**config.mk**
```make
export PLATFORM = sky130hd
export DESIGN_NAME = hypercube_node
export DESIGN_NICKNAME = d
export VERILOG_FILES = /design/src/rtl/hypercube_node.sv
export SDC_FILE = /design/constraint.sdc
export NUM_CORES = 1
export LEC_CHECK = 0
export BUFFER_PORTS_ARGS = -buffer_cell sky130_fd_sc_hd__buf_2
export CORE_ASPECT_RATIO = 1.5
export CORE_MARGIN = 10
export CORE_UTILIZATION = 55
export DETAILED_ROUTE_END_ITERATION = 10
export GPL_TIMING_DRIVEN = 0
export PLACE_DENSITY = 0.89
export SLEW_MARGIN = 20
export SYNTH_ARGS = -nofsm -noshare
export SYNTH_HDL_FRONTEND = slang
export SYNTH_SLANG_ARGS = --single-unit
```
**constraint.sdc**
```tcl
create_clock -name clk -period 4.35 [get_ports clk]
set_clock_uncertainty 0.05 [all_clocks]
set_input_delay 0.6525 -clock clk [delete_from_list [all_inputs] [get_ports clk]]
set_output_delay 0.6525 -clock clk [all_outputs]
set_load 0.02 [all_outputs]
```
**src/rtl/hypercube_node.sv**
```systemverilog
module hypercube_node #(
  parameter int DIM = 3,
  parameter int PW = 8,
  parameter logic [DIM-1:0] NODE_ADDR = 3'b101
) (
  input  logic                    clk,
  input  logic                    rst_n,
  input  logic [DIM:0]            in_valid,
  output logic [DIM:0]            in_ready,
  input  logic [(DIM+1)*DIM-1:0]  in_dest,
  input  logic [(DIM+1)*PW-1:0]   in_data,
  output logic [DIM:0]            out_valid,
  input  logic [DIM:0]            out_ready,
  output logic [(DIM+1)*DIM-1:0]  out_dest,
  output logic [(DIM+1)*PW-1:0]   out_data
);
  localparam int NP = DIM + 1;
  localparam int PTRW = (NP > 1) ? $clog2(NP) : 1;

  logic [PTRW-1:0] sel [NP];
  logic [NP-1:0]   req [NP];
  logic [NP-1:0]   gnt [NP];
  logic [PTRW-1:0] win [NP];
  logic [PTRW-1:0] ptr [NP];
  logic [NP-1:0]   take;
  logic [DIM-1:0]  nxt_dest [NP];
  logic [PW-1:0]   nxt_data [NP];
  logic [DIM-1:0]  od [NP];
  logic [PW-1:0]   opl [NP];
  logic [NP-1:0]   ov;

  always_comb begin
    for (int i = 0; i < NP; i++) begin
      logic [DIM-1:0] diff;
      diff = in_dest[i*DIM +: DIM] ^ NODE_ADDR;
      sel[i] = '0;
      for (int d = DIM - 1; d >= 0; d--)
        if (diff[d]) sel[i] = PTRW'(d + 1);
    end
    for (int o = 0; o < NP; o++)
      for (int i = 0; i < NP; i++)
        req[o][i] = in_valid[i] && (sel[i] == PTRW'(o));
  end

  assign take = ~ov | out_ready;

  always_comb begin
    for (int o = 0; o < NP; o++) begin
      logic found;
      found = 1'b0;
      gnt[o] = '0;
      win[o] = '0;
      for (int k = 0; k < NP; k++) begin
        int idx;
        idx = int'(ptr[o]) + k;
        if (idx >= NP) idx = idx - NP;
        if (!found && req[o][idx] && take[o]) begin
          found = 1'b1;
          gnt[o][idx] = 1'b1;
          win[o] = PTRW'(idx);
        end
      end
      nxt_dest[o] = '0;
      nxt_data[o] = '0;
      for (int i = 0; i < NP; i++)
        if (gnt[o][i]) begin
          nxt_dest[o] = nxt_dest[o] | in_dest[i*DIM +: DIM];
          nxt_data[o] = nxt_data[o] | in_data[i*PW +: PW];
        end
    end
    for (int i = 0; i < NP; i++) begin
      in_ready[i] = 1'b0;
      for (int o = 0; o < NP; o++)
        in_ready[i] = in_ready[i] | gnt[o][i];
    end
  end

  always_ff @(posedge clk) begin
    if (!rst_n) begin
      ov <= '0;
      for (int o = 0; o < NP; o++) begin
        ptr[o] <= '0;
        od[o]  <= '0;
        opl[o] <= '0;
      end
    end else begin
      for (int o = 0; o < NP; o++) begin
        if (|gnt[o]) begin
          ov[o]  <= 1'b1;
          od[o]  <= nxt_dest[o];
          opl[o] <= nxt_data[o];
          ptr[o] <= (int'(win[o]) == NP - 1) ? '0 : win[o] + 1'b1;
        end else if (out_ready[o]) begin
          ov[o] <= 1'b0;
        end
      end
    end
  end

  assign out_valid = ov;

  generate
    for (genvar o = 0; o < NP; o++) begin : g_out
      assign out_dest[o*DIM +: DIM] = od[o];
      assign out_data[o*PW +: PW]   = opl[o];


      hold_stable_chk: assert property (@(posedge clk) disable iff (!rst_n)
        out_valid[o] && !out_ready[o] |=> out_valid[o] && $stable(out_dest[o*DIM +: DIM])
                                          && $stable(out_data[o*PW +: PW]));

      full_block_chk: assert property (@(posedge clk) disable iff (!rst_n)
        out_valid[o] && !out_ready[o] |-> gnt[o] == '0);

      one_grant_chk: assert property (@(posedge clk) disable iff (!rst_n)
        $onehot0(gnt[o]));

      if (o == 0) begin : g_loc

        local_dest_chk: assert property (@(posedge clk) disable iff (!rst_n)
          out_valid[0] |-> out_dest[DIM-1:0] == NODE_ADDR);
      end else begin : g_link
        localparam logic [DIM-1:0] BIT = DIM'(1) << (o - 1);

        link_dim_chk: assert property (@(posedge clk) disable iff (!rst_n)
          out_valid[o] |-> ((out_dest[o*DIM +: DIM] ^ NODE_ADDR) & ((BIT << 1) - 1'b1)) == BIT);
      end
    end

    for (genvar i = 0; i < NP; i++) begin : g_in

      accept_lat_chk: assert property (@(posedge clk) disable iff (!rst_n)
        in_valid[i] && in_ready[i] |=> out_valid[$past(sel[i])]);
    end
  endgenerate
endmodule

```
==> impl_metrics.ini <==
[outcome]
outcome = completed

[clock_network]
cts.root.buffer_cell = clkbuf_16
worst_skew_pair.late_latency_ps = 310
sinks_on_clock_net = 56
cts-htree-levels = 2
cts_inserted_buffers = 5
cts_hold_buf = 0
max-clock-path-buffers = 2
path_clk_slew_ps = 80
cts_tree = built

[floorplanning]
rows = 43
die_x_um = 99.7
die_h_um = 140
num_io_pins = 106
starting_density_pct = 56.3
core-area_sq_um = 9310
die-area_sq_um = 13900

[timing]
setup_viol = 0
final.min_clock_period_ps = 4310
fin_crit_sh_pct = 99.0
post-route-worst-setup-slack_ps = 42.8
maxSlewViolCount = 0
finalHoldViolations = 0
worstMarginPinSlew_ps = 1070
clock.fmax_mhz = 232
finalSetupTns_ps = 0
max-slew-margin-rel_pct = 28.6

[detailed_routing]
drt_pass1_iterations = 9
via_count = 5778
routed_wirelength_um = 19300
drc_errors = 0
routed_wire_length_per_instance_um = 25.6
initial_drt_markers = 1018
antenna_left = 0
vias_per_cell = 7.64

[worst_setup_path]
critical_path.endpoint_type = output pin
critPathRequiredTime_ps = 3650
kind_of_critical_path = register to output pin
path_cells = clkbuf_4 -> inv_1 -> ha_2 -> mux4_2 -> and2_1 -> nor2b_1 -> a221o_1 -> or4_1 -> buf_2
worst-path-max-fanout = 8
critical-path-max-stage-delay_ps = 620
critical_path.startpoint_type = register
setup.reg_to_reg.worst_slack_ps = 400
critPathArrivalTime_ps = 3600
critPathSlowestCell = or4_1

[grt]
track_usage_pct = 26.1
grt_use_met1_pct = 29.7
grt_max_degree = 19
antenna_violations_before_repair = 0
grt_first_pass_wirelength_um = 29800
global_routing_s_busiest_layer = met2
grt_util_met2_pct = 42.1
via_count_of_the_first_global_routing_pass = 5663
grt_overflow_total = 0
grt_util_met3_pct = 7.28

[placed_design]
weighted_congestion_reported_at_the_end_of_routability_driven_placement = 1.02
dpl_worst_slack_ps = -36.0
io_buffers = 100
post-dp-hpwl_um = 14200

[finish]
design.final.nets = 731
share_of_cells_above_drive_strength_1_pct = 27.6
insertedDiodeCount = 0
area_grow_syn2layout_pct = 15.7

[yosys]
syn_nets = 624
postSynth.topFlopCell = edfxtp_1
synth.area.top_cells = edfxtp_1, a22oi_1, ha_1, mux4_2, a21oi_1
yosys_warnings = 0
post-synth-top-area-cell = edfxtp_1
synth_cell_type_count = 62
synth_cells = 536
yosys.area.top_type_share_pct = 29.8
synth-seq-cells = 56
postSynth.asyncResetShare_pct = 0
synth.cell_area_sq_um = 5240
seq_area_frac_synth_pct = 31.3
synth-edff-count = 52
syn_area_per_cell_sq_um = 9.78

[pwr]
finalPower_uw = 4160
vdd_drop_max_uv = 486
power_per_cell_area_nw_per_um2 = 685
leakagePower_uw = 0.00233

[job]
drv.max_cap_violation_count = 0

[min_path]
holdCritPathClass = register to register
==> path summary, 6_finish.rpt <==
check                                               start                   endpoint  cells past startpoint
worst min-delay path            out_valid[0]$_SDFFE_PN0P_  out_valid[0]$_SDFFE_PN0P_                      2
worst min register to register  out_valid[0]$_SDFFE_PN0P_  out_valid[0]$_SDFFE_PN0P_                      2
worst max-delay path              ptr[3][0]$_SDFFCE_PP0P_                in_ready[1]                      9
worst max register to register    ptr[0][1]$_SDFFCE_PP0P_    opl[0][5]$_SDFFCE_PN0P_                     10
==> state kept, by name (all words and copies together) (netlist names) <==
| signal | cells |
|---|---|
| od | 12 |
| opl | 32 |
| out_valid | 4 |
| ptr | 8 |
==> worst max-delay path, delay by kind of cell, from the launching register on <==
kind	cells	cell delay [ps]
mux	1	340
buf+inv	3	580
flops	1	460
fa+ha+maj	1	440
compound gates	1	460
simple gates	3	1010
==> layout make-up <==
cell class	count	area [sq um]
Buffer	42	209
Fill cell	743	3240
Clock inverter	3	22.5
Inverter	8	33.8
Multi-Input combinational cell	426	3360
Tap cell	112	140
Sequential cell	56	1640
Clock buffer	5	125
Timing Repair Buffer	104	531
==> routing by layer <==
layer	routed length, um	vias up
met4	1190	0
li1	-	2433
met5	0	-
met1	6490	2691
met3	2530	118
met2	9120	536
==> power breakdown <==
part / internal, uW / switching [uW]
combinational: 902 / 1780
clock: 217 / 212
sequential: 920 / 126
==> what timing repair did <==
action | in CTS | in global routing
buffers inserted | 1 | 3
hold endpoints to repair | 0 | 0
endpoints found under the setup margin | 11 | 4
resized for setup | 2 | 5
==> kinds of logic (layout without fill, tap and decap cells) <==
| family | after synthesis | in the layout | share of synthesized area, % |
|---|---|---|---|
| compound gates | 213 | 213 | 29.7 |
| simple gates | 162 | 162 | 19.3 |
| flops | 56 | 56 | 31.3 |
| buf+inv | 54 | 162 | 4.75 |
| fa+ha+maj | 34 | 34 | 8.12 |
| mux | 17 | 17 | 6.83 |
==> cell usage after synthesis (5+ instances only) <==
cell type / count
a22oi_1: 90
a21oi_1: 54
edfxtp_1: 52
ha_1: 34
buf_2: 22
clkbuf_1: 19
nand3_1: 18
nand2_1: 17
nand4_1: 17
nor2_1: 16
nor3_1: 16
mux4_2: 15
and3_1: 10
nand2b_1: 10
a21oi_2: 9
a221o_1: 8
nor2b_1: 8
o2111ai_1: 8
inv_1: 7
nor3b_1: 7
nor4_1: 7
o21ai_0: 7
a31oi_1: 6
or4_1: 6
nand4b_1: 5
==> per-stage QoR <==
step	std cells	area [sq um]	utilization [%]	hold WS, ps
2_1_floorplan	536	5240	-	550
3_3_place_gp	748	5880	63.2	537
3_5_place_dp	748	5880	63.2	551
4_1_cts	755	6040	64.9	562
5_1_grt	756	6060	65.1	603
6_report	756	6060	65.1	544
==> placed cells by master (no fill, tap or decap), types with 7 or more instances in the layout <==
| cell | netlist | routed |
|---|---|---|
| nor3b_1 | 7 | 7 |
| a21oi_1 | 54 | 54 |
| nor2_1 | 16 | 16 |
| buf_4 | 3 | 7 |
| edfxtp_1 | 52 | 52 |
| nor2b_1 | 8 | 8 |
| nand2_1 | 17 | 17 |
| nand2b_1 | 10 | 10 |
| a22oi_1 | 90 | 90 |
| mux4_2 | 15 | 15 |
| a21oi_2 | 9 | 9 |
| clkbuf_1 | 19 | 14 |
| and3_1 | 10 | 10 |
| nor3_1 | 16 | 16 |
| nand3_1 | 18 | 18 |
| a221o_1 | 8 | 8 |
| nand4_1 | 17 | 17 |
| nor4_1 | 7 | 7 |
| buf_2 | 22 | 122 |
| o21ai_0 | 7 | 7 |
| o2111ai_1 | 8 | 8 |
| ha_1 | 34 | 33 |
Power figures use the tool's default switching activity.
